## config.mk

```make
export PLATFORM = sky130hd
export DESIGN_NAME = b2s_ctrl
export DESIGN_NICKNAME = d
export VERILOG_FILES = /design/src/rtl/b2s_pkg.sv /design/src/rtl/b2s_issue.sv /design/src/rtl/b2s_wstage.sv /design/src/rtl/b2s_rtrack.sv /design/src/rtl/b2s_ctrl.sv
export SDC_FILE = /design/constraint.sdc
export NUM_CORES = 1
export LEC_CHECK = 0
export ABC_AREA = 1
export BUFFER_PORTS_ARGS = -buffer_cell sky130_fd_sc_hd__buf_2
export CAP_MARGIN = 5
export CORE_MARGIN = 5
export CORE_UTILIZATION = 50
export DETAILED_ROUTE_END_ITERATION = 7
export PLACE_DENSITY = 0.85
export SYNTH_ARGS = -nofsm -noshare
export SYNTH_HDL_FRONTEND = slang
export SYNTH_HIERARCHICAL = 1
export SYNTH_SLANG_ARGS = --single-unit
```

## constraint.sdc

```tcl
create_clock -name clk -period 1.4 [get_ports clk]
set_input_delay 0.21 -clock clk [delete_from_list [all_inputs] [get_ports clk]]
set_output_delay 0.21 -clock clk [all_outputs]
set_load 0.05 [all_outputs]
```

## src/rtl/b2s_pkg.sv

```systemverilog
package b2s_pkg;

  // number of byte lanes in one data word
  function automatic int lanes(input int data_w, input int lane_w);
    return data_w / lane_w;
  endfunction

  // Write data trails its command by one cycle. A write accepted now
  // lands its data at (now + 2); a read placed on the bus k cycles ago
  // returns at (now - k + rd_lat). They meet when k = rd_lat - 2.
  function automatic int clash_slot(input int rd_lat);
    return (rd_lat >= 2) ? rd_lat - 2 : 0;
  endfunction

  function automatic bit clash_possible(input int rd_lat);
    return rd_lat >= 2;
  endfunction

endpackage

```

## src/rtl/b2s_issue.sv

```systemverilog
module b2s_issue #(
  parameter int ADDR_W = 21
) (
  input  logic              clk,
  input  logic              rst_n,
  input  logic              acc,
  input  logic              acc_write,
  input  logic [ADDR_W-1:0] acc_addr,
  output logic              mem_ld_n,
  output logic              mem_rw,
  output logic [ADDR_W-1:0] mem_addr,
  output logic              cmd_rd,
  output logic              cmd_wr
);
  always_ff @(posedge clk) begin
    if (!rst_n) begin
      mem_ld_n <= 1'b1;
      mem_rw   <= 1'b1;
      mem_addr <= '0;
    end else begin
      mem_ld_n <= ~acc;
      if (acc) begin
        mem_rw   <= ~acc_write;
        mem_addr <= acc_addr;
      end
    end
  end

  assign cmd_rd = ~mem_ld_n &  mem_rw;
  assign cmd_wr = ~mem_ld_n & ~mem_rw;

  AST_IDLE_DESELECT: assert property (@(posedge clk) disable iff (!rst_n)
    !acc |=> mem_ld_n);
  AST_CMD_DIRECTION: assert property (@(posedge clk) disable iff (!rst_n)
    acc |=> (mem_rw == !$past(acc_write)));
endmodule

```

## src/rtl/b2s_wstage.sv

```systemverilog
module b2s_wstage #(
  parameter int DATA_W = 18,
  parameter int LANES  = 2
) (
  input  logic              clk,
  input  logic              rst_n,
  input  logic              cap,
  input  logic [DATA_W-1:0] wd_rise,
  input  logic [DATA_W-1:0] wd_fall,
  input  logic [LANES-1:0]  be_rise,
  input  logic [LANES-1:0]  be_fall,
  output logic              mem_wd_en,
  output logic [DATA_W-1:0] mem_wd_rise,
  output logic [DATA_W-1:0] mem_wd_fall,
  output logic [LANES-1:0]  mem_bws_n_rise,
  output logic [LANES-1:0]  mem_bws_n_fall
);
  logic              pend;
  logic [DATA_W-1:0] hold_r, hold_f;
  logic [LANES-1:0]  hold_ber, hold_bef;

  // stage 1: captured at the accepting edge (command cycle follows)
  always_ff @(posedge clk) begin
    if (!rst_n) begin
      pend     <= 1'b0;
      hold_r   <= '0;
      hold_f   <= '0;
      hold_ber <= '0;
      hold_bef <= '0;
    end else begin
      pend <= cap;
      if (cap) begin
        hold_r   <= wd_rise;
        hold_f   <= wd_fall;
        hold_ber <= be_rise;
        hold_bef <= be_fall;
      end
    end
  end

  // stage 2: data cycle, one after the command cycle
  always_ff @(posedge clk) begin
    if (!rst_n) begin
      mem_wd_en   <= 1'b0;
      mem_wd_rise <= '0;
      mem_wd_fall <= '0;
    end else begin
      mem_wd_en <= pend;
      if (pend) begin
        mem_wd_rise <= hold_r;
        mem_wd_fall <= hold_f;
      end
    end
  end

  for (genvar i = 0; i < LANES; i++) begin : g_lane
    always_ff @(posedge clk) begin
      if (!rst_n) begin
        mem_bws_n_rise[i] <= 1'b1;
        mem_bws_n_fall[i] <= 1'b1;
      end else begin
        mem_bws_n_rise[i] <= ~(pend & hold_ber[i]);
        mem_bws_n_fall[i] <= ~(pend & hold_bef[i]);
      end
    end
  end

  AST_SELECTS_QUIET: assert property (@(posedge clk) disable iff (!rst_n)
    !mem_wd_en |-> (&mem_bws_n_rise && &mem_bws_n_fall));
endmodule

```

## src/rtl/b2s_rtrack.sv

```systemverilog
module b2s_rtrack #(
  parameter int DATA_W = 18,
  parameter int RD_LAT = 2
) (
  input  logic              clk,
  input  logic              rst_n,
  input  logic              cmd_rd,
  input  logic [DATA_W-1:0] mem_q_rise,
  input  logic [DATA_W-1:0] mem_q_fall,
  output logic              rd_due,
  output logic              wr_hazard,
  output logic              rsp_valid,
  output logic [DATA_W-1:0] rsp_rd_rise,
  output logic [DATA_W-1:0] rsp_rd_fall
);
  localparam int SLOT = b2s_pkg::clash_slot(RD_LAT);

  logic [RD_LAT-1:0] pipe;   // pipe[k-1]: read was on the bus k cycles ago
  logic [RD_LAT:0]   track;  // track[0]: read on the bus now

  assign track  = {pipe, cmd_rd};
  assign rd_due = pipe[RD_LAT-1];

  always_ff @(posedge clk) begin
    if (!rst_n) begin
      pipe        <= '0;
      rsp_valid   <= 1'b0;
      rsp_rd_rise <= '0;
      rsp_rd_fall <= '0;
    end else begin
      pipe      <= track[RD_LAT-1:0];
      rsp_valid <= rd_due;
      if (rd_due) begin
        rsp_rd_rise <= mem_q_rise;
        rsp_rd_fall <= mem_q_fall;
      end
    end
  end

  if (b2s_pkg::clash_possible(RD_LAT)) begin : g_clash
    assign wr_hazard = track[SLOT];
  end else begin : g_noclash
    assign wr_hazard = 1'b0;
  end

  AST_RSP_FOLLOWS_DUE: assert property (@(posedge clk) disable iff (!rst_n)
    rd_due |=> rsp_valid);
  AST_RSP_ONLY_DUE: assert property (@(posedge clk) disable iff (!rst_n)
    rsp_valid |-> $past(rd_due));
endmodule

```

## src/rtl/b2s_ctrl.sv

```systemverilog
module b2s_ctrl #(
  parameter int ADDR_W = 21,
  parameter int DATA_W = 18,
  parameter int LANE_W = 9,
  parameter int RD_LAT = 2,
  localparam int LANES = b2s_pkg::lanes(DATA_W, LANE_W)
) (
  input  logic              clk,
  input  logic              rst_n,
  input  logic              req_valid,
  output logic              req_ready,
  input  logic              req_write,
  input  logic [ADDR_W-1:0] req_addr,
  input  logic [DATA_W-1:0] req_wd_rise,
  input  logic [DATA_W-1:0] req_wd_fall,
  input  logic [LANES-1:0]  req_be_rise,
  input  logic [LANES-1:0]  req_be_fall,
  output logic              rsp_valid,
  output logic [DATA_W-1:0] rsp_rd_rise,
  output logic [DATA_W-1:0] rsp_rd_fall,
  output logic              mem_ld_n,
  output logic              mem_rw,
  output logic [ADDR_W-1:0] mem_addr,
  output logic              mem_wd_en,
  output logic [DATA_W-1:0] mem_wd_rise,
  output logic [DATA_W-1:0] mem_wd_fall,
  output logic [LANES-1:0]  mem_bws_n_rise,
  output logic [LANES-1:0]  mem_bws_n_fall,
  input  logic [DATA_W-1:0] mem_q_rise,
  input  logic [DATA_W-1:0] mem_q_fall
);
  logic acc, acc_wr, cmd_rd, cmd_wr, rd_due, wr_hazard;

  assign req_ready = ~(req_write & wr_hazard);
  assign acc       = req_valid & req_ready;
  assign acc_wr    = acc & req_write;

  b2s_issue #(.ADDR_W(ADDR_W)) u_issue (
    .clk(clk), .rst_n(rst_n), .acc(acc), .acc_write(req_write),
    .acc_addr(req_addr), .mem_ld_n(mem_ld_n), .mem_rw(mem_rw),
    .mem_addr(mem_addr), .cmd_rd(cmd_rd), .cmd_wr(cmd_wr));

  b2s_wstage #(.DATA_W(DATA_W), .LANES(LANES)) u_wstage (
    .clk(clk), .rst_n(rst_n), .cap(acc_wr),
    .wd_rise(req_wd_rise), .wd_fall(req_wd_fall),
    .be_rise(req_be_rise), .be_fall(req_be_fall),
    .mem_wd_en(mem_wd_en), .mem_wd_rise(mem_wd_rise),
    .mem_wd_fall(mem_wd_fall), .mem_bws_n_rise(mem_bws_n_rise),
    .mem_bws_n_fall(mem_bws_n_fall));

  b2s_rtrack #(.DATA_W(DATA_W), .RD_LAT(RD_LAT)) u_rtrack (
    .clk(clk), .rst_n(rst_n), .cmd_rd(cmd_rd),
    .mem_q_rise(mem_q_rise), .mem_q_fall(mem_q_fall),
    .rd_due(rd_due), .wr_hazard(wr_hazard), .rsp_valid(rsp_valid),
    .rsp_rd_rise(rsp_rd_rise), .rsp_rd_fall(rsp_rd_fall));

  AST_NO_BUS_CLASH: assert property (@(posedge clk) disable iff (!rst_n)
    mem_wd_en |-> !rd_due);
  AST_WR_DATA_NEXT: assert property (@(posedge clk) disable iff (!rst_n)
    cmd_wr |=> mem_wd_en);
  AST_WR_DATA_CAUSE: assert property (@(posedge clk) disable iff (!rst_n)
    mem_wd_en |-> $past(cmd_wr));
  AST_ADDR_TAKEN: assert property (@(posedge clk) disable iff (!rst_n)
    acc |=> (!mem_ld_n && mem_addr == $past(req_addr)));
  AST_RESET_QUIET: assert property (@(posedge clk)
    !rst_n |=> (mem_ld_n && !mem_wd_en && !rsp_valid));
endmodule

```

==> summary.md, run 1 <==
| Metric | Value |
|---|---|
| Run status | `finished clean` |
| Via-to-Cell Ratio | `4.312` |
| Clock skew | `just under 7 ps` |
| R2R depth | `8` |
| Static leakage | `a little over 4 nW` |
| Peak supply drop | `0.9870 mV` |
| Pre-antenna DRT Iters | `5` |
| CP max FO | `3` |
| FILL cells | `between 1000 and 1500` |
| Hold path cells | `5` |
| CP Class | `reg2out` |
| Power Density | `~1300 nW/um^2` |
| Starting Density | `0.5109` |
| Cts bufs inserted | `17` |
| Max Fclk | `725.9 MHz` |
| Pins Over Slew Limit | `0` |
| Final period utilization | `0.9839` |
| Average size of a mapped cell | `around 6.6 um^2` |
| Synth warn | `6` |
| Iter 0 DRT Violations | `340` |
| Clk slew on worst S/H paths | `~50 ps` |
| Clock latency on the worst-skew pair | `400 ps` |
| CTS tree | `done` |
| # rows | `39` |
| Die area | `13980 um^2` |
| Area Overhead vs Synth | `27.19%` |
| Chip width | `118.2 um` |
| DP HPWL | `9255 um` |
| Arrival time worst endpoint | `1170 ps` |
| Slew Limit Headroom | `0.7743` |
| Least-Margin Pin Slew | `about 340 ps` |
| Total grt overflow | `0` |
| HP Class | `in2reg` |
| Maxcap violations | `0` |
| Clock tree buffer depth | `2` |
| Initial antenna violation count | `1` |
| Final min period | `between 1000 and 1500 ps` |
| Syn nets | `983` |
| Clock sink count | `around 140` |
| Hold-fix buffer count after cts | `0` |
| Hold Fails Final Rpt | `0` |
| H-Tree Depth | `4` |
| Setup violations, final | `0` |
| Core ar. | `11470 um^2` |
| Diode count | `0` |
| Syn Std Cell Area | `5858 um^2` |
| Dpl ws | `59.98 ps` |
| Setup crit end kind | `output port` |
| RSZ-0062 raised after global routing | `yes` |
| Global-route wire length before repair | `roughly 21000 um` |
| Via count | `approximately 5300` |
| Drc violations | `0` |
| GRT Resource Usage Total | `0.1820` |
| Post-Syn Instances | `882` |
| GPL Wtd Cong | `0.7906` |
| WL/cell | `10.53 um` |
| Final WL | `12880 um` |
| Share of layout cells above drive strength 1 | `0.2269` |
| Root buf cell | `clkbuf_16` |
| CP startpoint kind | `flip-flop` |
| Ports | `203` |
| Hold_ws | `91.92 ps` |
| Post-route ant nets | `0` |
| Die height | `118.2 um` |
| Final worst slack | `22.48 ps` |
| Final nets | `1172` |
| Port Buf Inserts | `between 200 and 250` |
| Required time worst endpoint | `1190 ps` |
| Largest net degree at the start of global routing | `54` |
| Vias in the first global route | `4692` |
[worst paths after layout]
check,startpoint,end,slack [ps]
setup / recovery,u_issue/mem_rw,req_ready,20
setup reg to reg,u_issue/mem_rw,u_issue/mem_addr[11],120
hold reg to reg,u_wstage/hold_bef[1],u_wstage/mem_bws_n_fall[1],390
hold / removal,req_wd_fall[14],u_wstage/hold_f[14],90
[metal layers]
layer,track usage,wire [um],share of wire,vias up
li1,-,-,-,2857
met1,0.2146,5543,0.43,2278
met4,0.07240,152,0.012,2
met2,0.3165,6509,0.51,124
met5,0,11,0.00085,-
met3,0.04585,667,0.052,13
[per-stage QoR]
| step | total power [mW] | cell area, um^2 | setup TNS, ps | util | std cells |
|---|---|---|---|---|---|
| 4_1_cts | 9.804 | 7435 | 0 | 0.6483 | 1222 |
| 6_report | 9.684 | 7451 | 0 | 0.6498 | 1223 |
| 2_1_floorplan | 5.622 | 5891 | -1230 | - | 882 |
| 3_5_place_dp | 6.015 | 6944 | 0 | 0.6056 | 1194 |
| 3_3_place_gp | 5.980 | 6944 | 0 | 0.6056 | 1194 |
| 5_1_grt | 10.15 | 7451 | -33.44 | 0.6498 | 1223 |
[flip-flops by register name, indices dropped and copies added (netlist names), 2 cells and up]
register / cells
u_wstage/mem_bws_n_rise: 2
u_rtrack/pipe: 2
u_issue/mem_addr: 21
u_wstage/hold_bef: 2
u_wstage/hold_ber: 2
u_rtrack/rsp_rd_rise: 18
u_wstage/mem_wd_rise: 18
u_wstage/hold_f: 18
u_wstage/mem_bws_n_fall: 2
u_wstage/mem_wd_fall: 18
u_rtrack/rsp_rd_fall: 18
u_wstage/hold_r: 18
[timing repair]
item,4_1_cts,5_1_grt
setup buffers,0,1
cloned,0,0
endpoints found under the setup margin,1,1
pin swaps,1,2
resized for setup,3,2
[where the power goes]
| part | switching, mW | total, mW | internal [mW] |
|---|---|---|---|
| clock network | 1.49 | 3.75 | 2.26 |
| registers | 0.108 | 4.43 | 4.32 |
| logic | 1.02 | 1.50 | 0.486 |
| total | 2.61 | 9.68 | 7.07 |
[cell usage in the layout, fill, tap and decap left out, types with 2 or more instances in the layout]
cell / instances
inv_2: 2
dfxtp_4: 2
buf_12: 12
dfxtp_1: 140
nor2_1: 266
clkbuf_1: 8
inv_1: 141
clkbuf_16: 17
nand3_1: 2
clkinv_2: 2
buf_4: 4
buf_2: 200
dfxtp_2: 2
nand2_1: 278
[layout make-up]
class	count	area [um^2]	share of cell area
Clock buffer	26	469.2	0.06297
Clock inverter	2	10.01	0.001343
Inverter	143	536.8	0.07204
Multi-Input combinational cell	549	2092	0.2808
Sequential cell	144	2893	0.3882
Tap cell	143	178.9	0.02401
Timing Repair Buffer	216	1271	0.1706
[worst max-delay path, cell delays in order (launching register included)]
cell and delay [ps]:
dfxtp_4 340, inv_2 40, nor2_4 170, nand2_8 70
buf_12 150
Note: power is estimated with default switching activity, not from simulation.
==> run 2, diff against run 1 <==
--- a/config.mk
+++ b/config.mk
@@ -5,13 +5,12 @@
 export SDC_FILE = /design/constraint.sdc
 export NUM_CORES = 1
 export LEC_CHECK = 0
-export ABC_AREA = 1
 export BUFFER_PORTS_ARGS = -buffer_cell sky130_fd_sc_hd__buf_2
 export CAP_MARGIN = 5
 export CORE_MARGIN = 5
-export CORE_UTILIZATION = 50
+export CORE_UTILIZATION = 49
 export DETAILED_ROUTE_END_ITERATION = 7
-export PLACE_DENSITY = 0.85
+export PLACE_DENSITY = 0.84
 export SYNTH_ARGS = -nofsm -noshare
 export SYNTH_HDL_FRONTEND = slang
 export SYNTH_HIERARCHICAL = 1
==> summary.md, run 2 <==
| Metric | Value |
|---|---|
| Max FFs per register | `21` |
| Final nets | `857` |
| Largest Register | `u_issue/mem_addr` |
| Largest net degree at the start of global routing | `68` |
| Starting Density | `0.5020` |
| Clock latency on the worst-skew pair | `520 ps` |
| GPL Wtd Cong | `about 0.76` |
| Final WL | `15240 um` |
| Maxcap violations | `0` |
| Commonest non-fill, non-tap cell in the layout | `buf_2` |
| RSZ-0062 raised after global routing | `yes` |
| Share of layout cells above drive strength 1 | `0.3355` |
| Most frequent cells in the layout | `173 x buf_2, 140 x dfxtp_1, 133 x nor2b_1` |
| Pins Over Slew Limit | `0` |
| Via-to-Cell Ratio | `4.757` |
| Post-Syn Instances | `459` |
| Clock skew | `roughly 4.9 ps` |
| Root buf cell | `clkbuf_8` |
| Port Buf Inserts | `202` |
| Ports | `~200` |
| Global-route met3 utilization | `0.06266` |
| GRT Resource Usage Total | `0.2322` |
| Die area | `between 10000 and 15000 um^2` |
| Setup crit end kind | `flip-flop` |
| Syn nets | `560` |
| Clk slew on worst S/H paths | `60 ps` |
| CP max FO | `16` |
| Iter 0 DRT Violations | `180` |
| Power Density | `1246 nW/um^2` |
| Core ar. | `10890 um^2` |
| Initial antenna violation count | `0` |
| Final min period | `1467 ps` |
| Peak supply drop | `about 0.75 mV` |
| Final worst slack | `-66.56 ps` |
| Busiest layer in global routing | `met2` |
| Total grt overflow | `0` |
| Failing checks | `setup timing` |
| Pre-antenna DRT Iters | `4` |
| GR met1 Demand/Resource | `0.2306` |
| Run status | `finished, violations left` |
| WL/cell | `16.77 um` |
| Hold Fails Final Rpt | `0` |
| # rows | `38` |
| CP Class | `reg2reg` |
| Met2 Usage GRT | `0.4267` |
| Global-route wire length before repair | `23870 um` |
| Setup violations, final | `13` |
| Static leakage | `3.489 nW` |
| Area Overhead vs Synth | `50.64%` |
| Slew Limit Headroom | `0.7783` |
| CP startpoint kind | `flip-flop` |
| Required time worst endpoint | `1800 ps` |
| Max Fclk | `681.9 MHz` |
| Synth warn | `6` |
| CTS tree | `done` |
| Cts bufs inserted | `17` |
| DP HPWL | `just under 9000 um` |
| Final setup TNS | `-294.8 ps` |
| Via count | `~4300` |
| Final period utilization | `1.048` |
| Post-route ant nets | `0` |
| Clock sink count | `144` |
| Power consumption | `between 10 and 15 mW` |
| Diode count | `0` |
| Arrival time worst endpoint | `1870 ps` |
| Drc violations | `0` |
| Syn Std Cell Area | `roughly 5500 um^2` |
| Chip width | `115.6 um` |
| HP Class | `in2reg` |
| Least-Margin Pin Slew | `332.5 ps` |
| Clock tree buffer depth | `2` |
| Average size of a mapped cell | `around 12 um^2` |
| H-Tree Depth | `4` |
| Vias in the first global route | `4784` |
| Die height | `115.6 um` |
[run 2: report_power, final]
group	switching (mW)	leakage, nW	total, mW	internal (mW)
clock network	1.66	0.311	4.71	3.05
logic	0.632	2.01	1.24	0.611
registers	0.0752	1.17	4.31	4.23
[run 2: final cells by class]
class	instances	area, um^2
Timing Repair Buffer	310	2243
Clock inverter	9	125.1
Fill cell	698	2655
Sequential cell	144	2893
Multi-Input combinational cell	283	2288
Tap cell	140	175.2
Clock buffer	23	508.0
[run 2: metrics by stage]
| step | hold slack [ps] | std cells | setup slack [ps] | area [um^2] | utilization |
|---|---|---|---|---|---|
| 2_1_floorplan | 338.2 | 459 | -58.74 | 5503 | - |
| 3_3_place_gp | 365.6 | 779 | 55.93 | 6516 | 0.5985 |
| 3_5_place_dp | 364.3 | 779 | -1.430 | 6516 | 0.5985 |
| 4_1_cts | 5.426 | 908 | -72.31 | 8124 | 0.7462 |
| 5_1_grt | 11.16 | 909 | -120.4 | 8233 | 0.7561 |
| 6_report | 36.58 | 909 | -66.56 | 8233 | 0.7561 |
[run 2: path summary, 6_finish.rpt]
kind	slack, ps	cells after the start	to	from
max	-70	5	u_wstage/hold_f[8]	u_issue/mem_rw
min	40	3	u_rtrack/rsp_rd_rise[15]	mem_q_rise[15]
max reg2reg	-70	5	u_wstage/hold_f[8]	u_issue/mem_rw
min reg2reg	380	1	u_wstage/mem_bws_n_rise[0]	u_wstage/hold_ber[0]
[run 2: routing by layer]
| layer | vias up | wire length, um | share of wire |
|---|---|---|---|
| met5 | - | 0 | 0 |
| met1 | 2021 | 5465 | 0.36 |
| met4 | 0 | 707 | 0.046 |
| met3 | 57 | 776 | 0.051 |
| li1 | 2099 | - | - |
| met2 | 147 | 8292 | 0.54 |
[run 2: worst max-delay path, cell delays in order (launching register included)]
cell and delay [ps]:
dfxtp_4 350, nor2b_4 130, and3b_2 330, buf_12 200, mux2i_1 260, nor2b_1 70
[run 2: timing repair]
action | in CTS | in global routing
gates resized for setup | 2 | 31
gates cloned | 0 | 1
endpoints found under the hold margin | 96 | 0
hold buffers | 96 | 0
endpoints found under the setup margin | 6 | 81
buffers inserted | 1 | 0
==> run 3, diff against run 2 <==
--- a/config.mk
+++ b/config.mk
@@ -5,7 +5,7 @@
 export SDC_FILE = /design/constraint.sdc
 export NUM_CORES = 1
 export LEC_CHECK = 0
-export BUFFER_PORTS_ARGS = -buffer_cell sky130_fd_sc_hd__buf_2
+export BUFFER_PORTS_ARGS = -buffer_cell sky130_fd_sc_hd__buf_4
 export CAP_MARGIN = 5
 export CORE_MARGIN = 5
 export CORE_UTILIZATION = 49
==> summary.md, run 3 (synthesis results as in run 2) <==
| Metric | Value |
|---|---|
| CP startpoint kind | `flip-flop` |
| Run status | `finished, violations left` |
| Root buf cell | `clkbuf_8` |
| RSZ-0062 raised after global routing | `yes` |
| Peak supply drop | `0.7422 mV` |
| Final WL | `approximately 16000 um` |
| Setup crit end kind | `flip-flop` |
| Hold Path Sink | `u_issue/mem_rw` |
| Chip width | `~120 um` |
| Vias in the first global route | `a little under 5000` |
| WL/cell | `between 15 and 20 um` |
| R2R depth | `7` |
| Die height | `115.6 um` |
| Arrival time worst endpoint | `2000 ps` |
| Final period utilization | `1.143` |
| Core ar. | `between 10000 and 15000 um^2` |
| CTS tree | `done` |
| Final setup TNS | `-5992 ps` |
| Most frequent cells in the layout | `205 x buf_4, 140 x dfxtp_1, 132 x nor2b_1` |
| H-Tree Depth | `4` |
| Clock skew | `6.945 ps` |
| Iter 0 DRT Violations | `245` |
| Hold Fails Final Rpt | `0` |
| HP Class | `in2reg` |
| HP Start | `req_write` |
| Reg2reg start | `u_issue/mem_rw` |
| Cts bufs inserted | `17` |
| Via count | `approximately 4400` |
| Cells after DPL | `782` |
| Setup violations, final | `63` |
| Least-Margin Pin Slew | `368.6 ps` |
| Worst flop-to-flop path endpoint | `u_issue/mem_addr[0]` |
| Share of layout cells above drive strength 1 | `0.3423` |
| Power Density | `1129 nW/um^2` |
| Pins Over Slew Limit | `0` |
| Ports | `roughly 200` |
| Post-route ant nets | `0` |
| Hold path cells | `3` |
| Clock tree buffer depth | `2` |
| Initial antenna violation count | `0` |
| Clock sink count | `144` |
| # rows | `38` |
| Final min period | `1600 ps` |
| Via-to-Cell Ratio | `4.808` |
| Largest net degree at the start of global routing | `42` |
| Max FFs per register | `21` |
| Static leakage | `around 3.6 nW` |
| Total grt overflow | `0` |
| Final worst slack | `-199.8 ps` |
| GRT Resource Usage Total | `0.2392` |
| Largest Register | `u_issue/mem_addr` |
| R2r setup slk | `-200 ps` |
| CP max FO | `6` |
| Pre-antenna DRT Iters | `4` |
| Dpl ws | `-3.160 ps` |
| GPL Wtd Cong | `~0.75` |
| Port Buf Inserts | `202` |
| Final nets | `867` |
| Die area | `13370 um^2` |
| Final non-filler cell total | `919` |
| Slew Limit Headroom | `0.7543` |
| Drc violations | `0` |
| Starting Density | `0.5020` |
| CP Class | `reg2reg` |
| Clk slew on worst S/H paths | `60 ps` |
| DP HPWL | `about 9000 um` |
| Required time worst endpoint | `1800 ps` |
| Clock latency on the worst-skew pair | `between 500 and 600 ps` |
| Area Overhead vs Synth | `60.69%` |
| Max Fclk | `625.1 MHz` |
| Worst Setup SP | `u_issue/mem_rw` |
| Global-route wire length before repair | `between 20000 and 25000 um` |
| Maxcap violations | `0` |
| Failing checks | `setup timing` |
| Commonest non-fill, non-tap cell in the layout | `buf_4` |
[run 3: metrics by stage]
step	area (um^2)	hold slack, ps	util	total power, mW
after global placement	7044	362.4	0.6470	5.460
after CTS	8656	14.46	0.7950	9.856
after global routing	8777	59.35	0.8061	10.25
after floorplan	5503	338.2	-	5.090
after detailed placement	7044	366.5	0.6470	5.491
final	8782	77.89	0.8066	9.911
[run 3: worst max-delay path, cell delays in order (launching register included)]
cell and delay (ps):
dfxtp_4 350, nor2b_4 120, buf_6 120, buf_6 120
a21boi_4 250, clkbuf_16 210, mux2i_1 240, nor2b_1 80
[run 3: routing by layer]
layer	track usage	routed length, um	vias to the layer above
met4	0.1237	632	0
met3	0.05326	755	45
met1	0.2492	5996	2096
met5	0	0	-
met2	0.4475	9040	150
li1	-	-	2128
[run 3: final cells by class]
class                   instances  area (um^2)
diodes                          2        5.005
clock buffers                  23        446.7
clock inverters                 7        87.58
fillers                       611         2106
multi-input cells             283         2341
flip-flops and latches        144         2893
well taps                     140        175.2
repair buffers                320         2834
[run 3: worst max path at each step]
stage	depth (start not counted)	end
4_1_cts	4	req_ready
6_report	7	u_issue/mem_addr[0]
2_1_floorplan	7	u_wstage/hold_bef[0]
3_5_place_dp	5	u_wstage/hold_ber[0]
3_3_place_gp	5	u_wstage/hold_r[16]
5_1_grt	7	u_issue/mem_addr[0]
[run 3: power by group]
part	switching (mW)	leakage (nW)	total, mW	internal [mW]
registers	0.0842	1.17	4.32	4.23
clock network	1.60	0.262	4.15	2.55
logic	0.676	2.20	1.45	0.774
[run 3: what timing repair did]
item | in CTS | in global routing
gates resized for setup | 7 | 21
setup buffers | 2 | 4
cloned | 2 | 2
hold buffers | 97 | 0
hold endpoints to repair | 97 | 0
setup endpoints to repair | 4 | 63
